`src/rtl/i2c_scl_pkg.sv`:
```
package i2c_scl_pkg;

  // Field positions inside the timing word (decoded by neighbours too).
  localparam int unsigned BASE_LSB = 0;
  localparam int unsigned LO_LSB   = 12;
  localparam int unsigned HI_LSB   = 16;

  typedef enum logic [1:0] {
    PH_IDLE = 2'd0,
    PH_LOW  = 2'd1,
    PH_HIGH = 2'd2
  } scl_phase_e;

endpackage

```
`src/rtl/scl_word_decode.sv`:
```
module scl_word_decode #(
  parameter int WORD_W  = 32,
  parameter int BASE_W  = 4,
  parameter int PHASE_W = 4
) (
  input  logic [WORD_W-1:0]  word_i,
  output logic [BASE_W-1:0]  base_o,
  output logic [PHASE_W-1:0] hi_o,
  output logic [PHASE_W-1:0] lo_o
);
  import i2c_scl_pkg::*;

  assign base_o = word_i[BASE_LSB +: BASE_W];
  assign lo_o   = word_i[LO_LSB   +: PHASE_W];
  assign hi_o   = word_i[HI_LSB   +: PHASE_W];

endmodule

```
`src/rtl/scl_tick_gen.sv`:
```
module scl_tick_gen #(
  parameter int BASE_W = 4
) (
  input  logic              clk,
  input  logic              rst,
  input  logic              clr_i,
  input  logic [BASE_W-1:0] base_i,
  output logic              tick_o
);
  localparam int PRE_W = 1 << BASE_W;

  logic [PRE_W-1:0] pre_cnt;
  logic [PRE_W-1:0] pre_max;

  assign pre_max = (PRE_W'(1) << base_i) - PRE_W'(1);
  assign tick_o  = !clr_i && (pre_cnt == pre_max);

  always_ff @(posedge clk) begin
    if (rst || clr_i) begin
      pre_cnt <= '0;
    end else if (tick_o) begin
      pre_cnt <= '0;
    end else begin
      pre_cnt <= pre_cnt + PRE_W'(1);
    end
  end

endmodule

```
`src/rtl/scl_phase_fsm.sv`:
```
module scl_phase_fsm #(
  parameter int PHASE_W = 4
) (
  input  logic               clk,
  input  logic               rst,
  input  logic               en_i,
  input  logic               restart_i,
  input  logic               tick_i,
  input  logic               scl_i,
  input  logic [PHASE_W-1:0] hi_i,
  input  logic [PHASE_W-1:0] lo_i,
  output logic               tick_clr_o,
  output logic               pull_o,
  output logic               low_mid_o,
  output logic               high_mid_o
);
  import i2c_scl_pkg::*;

  scl_phase_e         state;
  logic [PHASE_W-1:0] cnt;
  logic [PHASE_W-1:0] lo_half;
  logic [PHASE_W-1:0] hi_half;

  assign lo_half    = lo_i >> 1;
  assign hi_half    = hi_i >> 1;
  assign tick_clr_o = !en_i || restart_i || (state == PH_IDLE);
  assign pull_o     = (state == PH_LOW);

  always_ff @(posedge clk) begin
    if (rst) begin
      state      <= PH_IDLE;
      cnt        <= '0;
      low_mid_o  <= 1'b0;
      high_mid_o <= 1'b0;
    end else begin
      low_mid_o  <= 1'b0;
      high_mid_o <= 1'b0;
      if (!en_i) begin
        state <= PH_IDLE;
        cnt   <= '0;
      end else if (restart_i || state == PH_IDLE) begin
        state <= PH_LOW;
        cnt   <= '0;
      end else if (tick_i) begin
        unique case (state)
          PH_LOW: begin
            low_mid_o <= (cnt == lo_half);
            if (cnt == lo_i) begin
              state <= PH_HIGH;
              cnt   <= '0;
            end else begin
              cnt <= cnt + PHASE_W'(1);
            end
          end
          PH_HIGH: begin
            if (scl_i) begin
              high_mid_o <= (cnt == hi_half);
              if (cnt == hi_i) begin
                state <= PH_LOW;
                cnt   <= '0;
              end else begin
                cnt <= cnt + PHASE_W'(1);
              end
            end
          end
          default: begin
            state <= PH_IDLE;
            cnt   <= '0;
          end
        endcase
      end
    end
  end

endmodule

```
`src/rtl/i2c_scl_pacer.sv`:
```
module i2c_scl_pacer #(
  parameter int WORD_W  = 32,
  parameter int BASE_W  = 4,
  parameter int PHASE_W = 4
) (
  input  logic              clk,
  input  logic              rst,
  input  logic              en_i,
  input  logic              restart_i,
  input  logic [WORD_W-1:0] timing_i,
  input  logic              scl_i,
  output logic              scl_pull_o,
  output logic              sda_drive_stb_o,
  output logic              sda_sample_stb_o
);

  logic [BASE_W-1:0]  base;
  logic [PHASE_W-1:0] hi_cnt;
  logic [PHASE_W-1:0] lo_cnt;
  logic               tick;
  logic               tick_clr;

  scl_word_decode #(
    .WORD_W (WORD_W),
    .BASE_W (BASE_W),
    .PHASE_W(PHASE_W)
  ) decode_i (
    .word_i(timing_i),
    .base_o(base),
    .hi_o  (hi_cnt),
    .lo_o  (lo_cnt)
  );

  scl_tick_gen #(
    .BASE_W(BASE_W)
  ) tick_i (
    .clk   (clk),
    .rst   (rst),
    .clr_i (tick_clr),
    .base_i(base),
    .tick_o(tick)
  );

  scl_phase_fsm #(
    .PHASE_W(PHASE_W)
  ) fsm_i (
    .clk       (clk),
    .rst       (rst),
    .en_i      (en_i),
    .restart_i (restart_i),
    .tick_i    (tick),
    .scl_i     (scl_i),
    .hi_i      (hi_cnt),
    .lo_i      (lo_cnt),
    .tick_clr_o(tick_clr),
    .pull_o    (scl_pull_o),
    .low_mid_o (sda_drive_stb_o),
    .high_mid_o(sda_sample_stb_o)
  );

endmodule

```
`config.mk`:
```
export PLATFORM = sky130hd
export DESIGN_NAME = i2c_scl_pacer
export DESIGN_NICKNAME = d
export VERILOG_FILES = /design/src/rtl/i2c_scl_pkg.sv /design/src/rtl/scl_word_decode.sv /design/src/rtl/scl_tick_gen.sv /design/src/rtl/scl_phase_fsm.sv /design/src/rtl/i2c_scl_pacer.sv
export SDC_FILE = /design/constraint.sdc
export NUM_CORES = 1
export LEC_CHECK = 0
export CAP_MARGIN = 20
export CORE_MARGIN = 3
export CORE_UTILIZATION = 47
export CTS_CLUSTER_DIAMETER = 30
export DETAILED_ROUTE_END_ITERATION = 10
export PLACE_DENSITY = 0.77
export SYNTH_ARGS = -nofsm -noshare
export SYNTH_HDL_FRONTEND = slang
export SYNTH_SLANG_ARGS = --single-unit
```
`constraint.sdc`:
```
create_clock -name clk -period 4 [get_ports clk]
set_input_delay 0.8 -clock clk [delete_from_list [all_inputs] [get_ports clk]]
set_output_delay 0.8 -clock clk [all_outputs]
set_load 0.05 [all_outputs]
```
# [Word-level counts from Yosys, hierarchy flattened]
# Cells that the tools add are included.
[totals] ff_bits=24 latch_bits=0 ram_bits=0 romBits=0 input_bits=37 memories=0
[classes] n_addsub=3 mul=0 div_mod_pow=0 n_lt_le_gt_ge=0 eq_ne=13 shift=1 mux=10 bitwise_logic=5 n_reduce_logical=17
[ops] op="16-bit by 1-bit adder with 16-bit output (second input constant)" count=1
[ops] op="16-bit equality test" count=1
[ops] op="1-bit by 4-bit left shift with 16-bit output (first input constant)" count=1
[ops] op="16-bit by 2-bit subtractor with 16-bit output (second input constant)" count=1
[ops] op="4-bit two-way mux" count=3
[ops] op="4-bit by 3-bit equality test with 1-bit output" count=2
[ops] op="4-bit equality test" count=2
[ops] op="4-bit case mux with 2 select lines" count=1
[ops] op="4-bit AND reduction" count=2
[ops] op="2-bit two-way mux" count=3
[ops] op="3-bit by 1-bit != test with 1-bit output (second input constant)" count=2
[ops] op="6-bit OR reduction" count=1
[ops] op="1-bit inverter" count=5
[ops] op="5-bit OR reduction" count=1
[ops] op="4-bit by 1-bit adder with 4-bit output (second input constant)" count=1
[ops] op="1-bit logical OR" count=4
[ops] op="2-bit by 1-bit != test with 1-bit output (second input constant)" count=2
[ops] op="2-bit case mux with 2 select lines" count=1
[ops] op="2-bit OR reduction" count=2
[ops] op="3-bit by 2-bit != test with 1-bit output (second input constant)" count=1
[ops] op="3-bit OR reduction" count=1
[ops] op="2-bit by 1-bit equality test with 1-bit output (second input constant)" count=1
[ops] op="2-bit equality test (second input constant)" count=1
[ops] op="1-bit zero test" count=2
[ops] op="other kinds (6)" count=7

# [Longest topological paths before layout]
[logic_depth] ltp_word=7 depth_mapped=17

# [Cells and area by module]
# A second synthesis with hierarchy kept.
[unflattened] hier_cells=247 area_unflattened_um2=2033.2
[modules_own_cells] module="scl_tick_gen" instances=1 cells_per_inst=162 area_each_um2=1242.4
[modules_own_cells] module="scl_phase_fsm" instances=1 cells_per_inst=73 area_each_um2=700.7
[modules_own_cells] module="scl_word_decode" instances=1 cells_per_inst=12 area_each_um2=90.1

# [Worst setup path after synthesis]
# No wires, ideal clock.
[synth_path] path_kind="input -> register" start="input timing_i[3]" end="register fsm_i.state[1]" arrival_time_ps=3887 path_slack_ps=43 stages=14 path_cell_list="buf_6 buf_8 buf_8 or4_4 ha_1 clkbuf_1 nor4_1 a21oi_1 o221ai_1 o211ai_1 or4_1 clkbuf_1 or3_1 a21oi_1"
[synth_via] elab_chain_len=5
[synth_lines] element="from (decl)" line="i2c_scl_pacer.sv:10" source="input logic [WORD_W-1:0] timing_i,"
[synth_lines] element="1-bit by 4-bit left shift with 16-bit output" line="scl_tick_gen.sv:15" source="assign pre_max = (PRE_W'(1) << base_i) - PRE_W'(1);"
[synth_lines] element="16-bit by 2-bit subtractor with 16-bit output" line="scl_tick_gen.sv:15"
[synth_lines] element="16-bit equality test" line="scl_tick_gen.sv:16" source="assign tick_o = !clr_i && (pre_cnt == pre_max);"
[synth_lines] element="1-bit logical AND" line="scl_tick_gen.sv:16"
[synth_lines] element="4-bit AND reduction (no line)"
[synth_lines] element="to (signal assigned)" line="scl_phase_fsm.sv:31" source="state <= PH_IDLE;"
[synth_lines] element="to (signal assigned)" line="scl_phase_fsm.sv:39" source="state <= PH_IDLE;"
[synth_lines] element="to (signal assigned)" line="scl_phase_fsm.sv:42" source="state <= PH_LOW;"
[synth_lines] element="to (decl)" line="scl_phase_fsm.sv:19" source="scl_phase_e state;"
# No other way between the ends.
# A chain may end at the register's enable or synchronous reset.

# [Worst setup path after layout]
[layout_path] start="input timing_i[3]" end="register fsm_i.cnt[2]"
[layout_via] elab_chain_len=5
[layout_lines] element="1-bit by 4-bit left shift with 16-bit output" line="scl_tick_gen.sv:15"
[layout_lines] element="16-bit by 2-bit subtractor with 16-bit output" line="scl_tick_gen.sv:15"
[layout_lines] element="16-bit equality test" line="scl_tick_gen.sv:16"
[layout_lines] element="1-bit logical AND" line="scl_tick_gen.sv:16"
[layout_lines] element="2-bit AND reduction (no line)"
[layout_lines] element="to (signal assigned)" line="scl_phase_fsm.sv:52" source="cnt <= cnt + PHASE_W'(1);"
[layout_lines] element="to (signal assigned)" line="scl_phase_fsm.sv:62" source="cnt <= cnt + PHASE_W'(1);"
[layout_lines] element="to (decl)" line="scl_phase_fsm.sv:20" source="logic [PHASE_W-1:0] cnt;"
# No other way between the ends.

==> flow_summary_export.csv <==
group,metric,value,unit
outcome,status,"finished clean",
sta,setup_ws,0.184,ns
placed_design,dp_hpwl,3.40,mm
sta,slew_headroom,66.9,%
placed_design,place.gp.congestion,0.802,
global_routing,grt.overflow.total,0,
synthesis,post-synth-top-area-cell,"dfxtp_1",
layout,drive_above_1_share,12.5,%
worst_setup_path,cp_cell_sequence,"clkdlybuf4s50_1, or4_4, ha_4, or4bb_1, a21oi_1, a31oi_1, xnor2_1, or4_4, or4_1, a21oi_1",
layout,fillerInstances,379,
clock_tree,hold_buffers,0,
synthesis,synth_area_per_cell,7.66,µm²
synthesis,synth_area,1990,µm²
clock_tree,cts_tree,"built",
sta,rsz0062_at_grt,"no",
sta,worst_pin_slew,0.495,ns
clock_tree,clockRootBuffer,"clkbuf_8",
worst_setup_path,cp_data_arrival_time,4.02,ns
flow_run,cap_viol_max_count,0,
clock_tree,clockBufferDepth,2,
synthesis,yosys.cell_types.count,55,
worst_setup_path,critPathBufInv,1,
die,fp.dieArea,5060,µm²
layout,num_antenna_cells,0,
power_and_ir_drop,ir_drop,148,µV
global_routing,grt_start_max_net_pins,27,
routing,post-route-drc-count,0,
routing,drt_iter0_markers,117,
worst_hold_path,hp-class,"reg -> reg",
routing,drt-vias-per-instance,5.67,
sta,fin_crit,3.82,ns
sta,fmax,262,MHz
synthesis,ys.flop_type,"dfxtp_1",
routing,dr.pass1.iters,4,
worst_setup_path,crit_path_start_kind,"input pin",
layout,final_cells,329,
worst_setup_path,path_delay_family,"simple AND/OR/NAND/NOR gates",
worst_setup_path,worst_ep_required_time,4.20,ns
worst_setup_path,cpMaxStageDelayCell,"or4_4",
global_routing,grt_pass1_vias,1692,
sta,finalCritPeriodShare,95.4,%
routing,ant_nets,0,
power_and_ir_drop,leakage,0.826,nW
die,die_h,71.1,µm
synthesis,syn_inst,260,
global_routing,antenna_found_initial,0,
clock_tree,clkLatencyLatePin,0.26,ns
sta,finalHoldViolCount,0,
power_and_ir_drop,p_per_area,210,nW/µm²
synthesis,synthesis.nets,304,
worst_hold_path,hold-path-cell-count,2,
synthesis,synth_top_area_share,24.1,%
synthesis,seq_area_frac_synth,24.1,%
sta,setup_viol,0,
die,start_util,49.1,%
die,core,4060,µm²
worst_setup_path,worstSetupPathType,"in -> reg",
worst_setup_path,r2r_cells,9,
worst_setup_path,cp.depth,10,
routing,wire_per_inst,13.3,µm
synthesis,async_flop_share,0,%
routing,route.vias.total,1867,
die,io_pins,40,
sta,drv_slew,0,
synthesis,synth_edf_count,0,
placed_design,io_buffers,19,
clock_tree,numCtsBuffers,3,
routing,routed_wl,4.37,mm
die,die_x,71.1,µm
synthesis,ys_seq_elements,24,
clock_tree,htree_levels,1,
clock_tree,path_clk_slew,0.09,ns
worst_setup_path,critPathMaxStageDelay,0.58,ns
placed_design,dp_slack,-0.240,ns
sta,fin_skew,0.00667,ns
die,rows,23,
layout,area_delta_synth_final,18.2,%
power_and_ir_drop,power,0.000495,W
clock_tree,clock_sinks,24,
layout,nets,324,
synthesis,yosys_warnings,0,
worst_setup_path,critPathMaxFanout,5,
synthesis,synthTopCellsByArea,"dfxtp_1 24%, xor2_1 8.8%, xnor2_1 6.2%",
clock_tree,post_cts_buffers,0,
clock_tree,post_cts_resized,0,
global_routing,grt_pass1_wl,7.63,mm
worst_setup_path,cp-end-kind,"register",
global_routing,grt.total_usage,18.2,%
placed_design,dp.cells,325,
-- worst reg2reg max path: cells and delay by family, from the launching register on --
kind | cells | cell delay (ns)
simple gates | 4 | 1.42
compound gates | 3 | 0.46
flops | 1 | 0.40
fa+ha+maj | 1 | 0.21
buf+inv | 1 | 0.09
-- flip-flops by register name (all words and copies together), names as in the netlist --
name	cells
fsm_i.low_mid_o	1
fsm_i.high_mid_o	1
fsm_i.state	2
fsm_i.cnt	4
tick_i.pre_cnt	16
-- layout make-up --
class                           count  area [µm²]  share of cell area (%)
Multi-Input combinational cell    205        1400                    59.2
Sequential cell                    24         480                    20.4
Timing Repair Buffer               36         324                    13.8
Tap cell                           50        62.6                    2.66
Clock buffer                        4        55.1                    2.34
Inverter                           10        37.5                    1.59
-- worst paths after layout --
| path | end | slack [ns] | startpoint |
|---|---|---|---|
| worst max-delay path | fsm_i.cnt[2]$_SDFFE_PP0P_ | 0.18 | timing_i[3] |
| worst min-delay path | fsm_i.state[0]$_SDFFE_PP0P_ | 0.52 | fsm_i.state[0]$_SDFFE_PP0P_ |
| worst max register to register | fsm_i.cnt[2]$_SDFFE_PP0P_ | 1.38 | fsm_i.state[1]$_SDFFE_PP0P_ |
| worst min register to register | fsm_i.state[0]$_SDFFE_PP0P_ | 0.52 | fsm_i.state[0]$_SDFFE_PP0P_ |
-- cells in the final DEF, fill, tap and decap left out, types with 3 or more instances in the layout --
cell             netlist  layout
a21oi_1               14      14
nand4b_1               3       3
nor2_1                29      29
nor3_1                 4       4
or2b_1                 3       3
ha_1                   7       6
clkbuf_8               0       4
or4_1                  5       4
and3_1                 5       5
nand3_1                7       7
xor2_1                20      19
or3_1                  3       3
a31oi_1                3       3
nand4_1                8       8
nand2_1               17      17
inv_1                 10      10
nor4_1                 5       3
buf_4                  0      16
nand2b_1               6       6
dfxtp_1               24      24
xnor2_1               14      14
o21ai_0               13      13
nor3b_1                3       3
clkdlybuf4s50_1        0      18
a21boi_0               3       3
-- layer usage --
layer  routed length (µm)  vias up  track usage [%]  part of all wire, %
met1                 2140      883             25.7                   49
met3                  124        4             2.13                  2.8
met5                    0        -                0                    0
li1                     -      950                -                    -
met2                 2070       30             29.5                   47
met4                   34        0             4.80                 0.78
-- synthesized netlist by cell type, drive strengths merged (4+ instances only) --
cell type	number
nand4	8
dfxtp	24
clkbuf	12
buf	9
ha	7
nand2	17
or4	6
nor4	5
o21ai	15
inv	10
nand2b	6
a21oi	14
xor2	20
xnor2	14
nand3	8
nor3	4
nor2	29
and3	5
-- kinds of logic (layout without fill, tap and decap cells) --
family,count (synthesis),in the layout,synth area share [%]
compound gates,52,52,16.9
xor+xnor,34,34,14.9
mux,1,1,0.565
flops,24,24,24.1
fa+ha+maj,7,7,4.40
simple gates,111,111,31.4
buf+inv,31,50,7.66
-- where the power goes --
group          internal, W  switching, W  total [W]
Sequential        0.000239   0.000000673   0.000240
Clock            0.0000878     0.0000761   0.000164
Combinational    0.0000455     0.0000459  0.0000913
-- metrics by stage --
step | area, µm² | hold slack [ns] | utilization (%) | setup TNS [ns]
final | 2350 | 0.518 | 58.0 | 0
after global routing | 2350 | 0.543 | 58.0 | 0
after CTS | 2310 | 0.521 | 57.0 | 0
after detailed placement | 2260 | 0.501 | 55.6 | -3.66
after global placement | 2260 | 0.490 | 55.6 | -3.11
after floorplan | 1990 | 0.453 | - | 0
No activity file was read; power rests on OpenSTA's default activity.
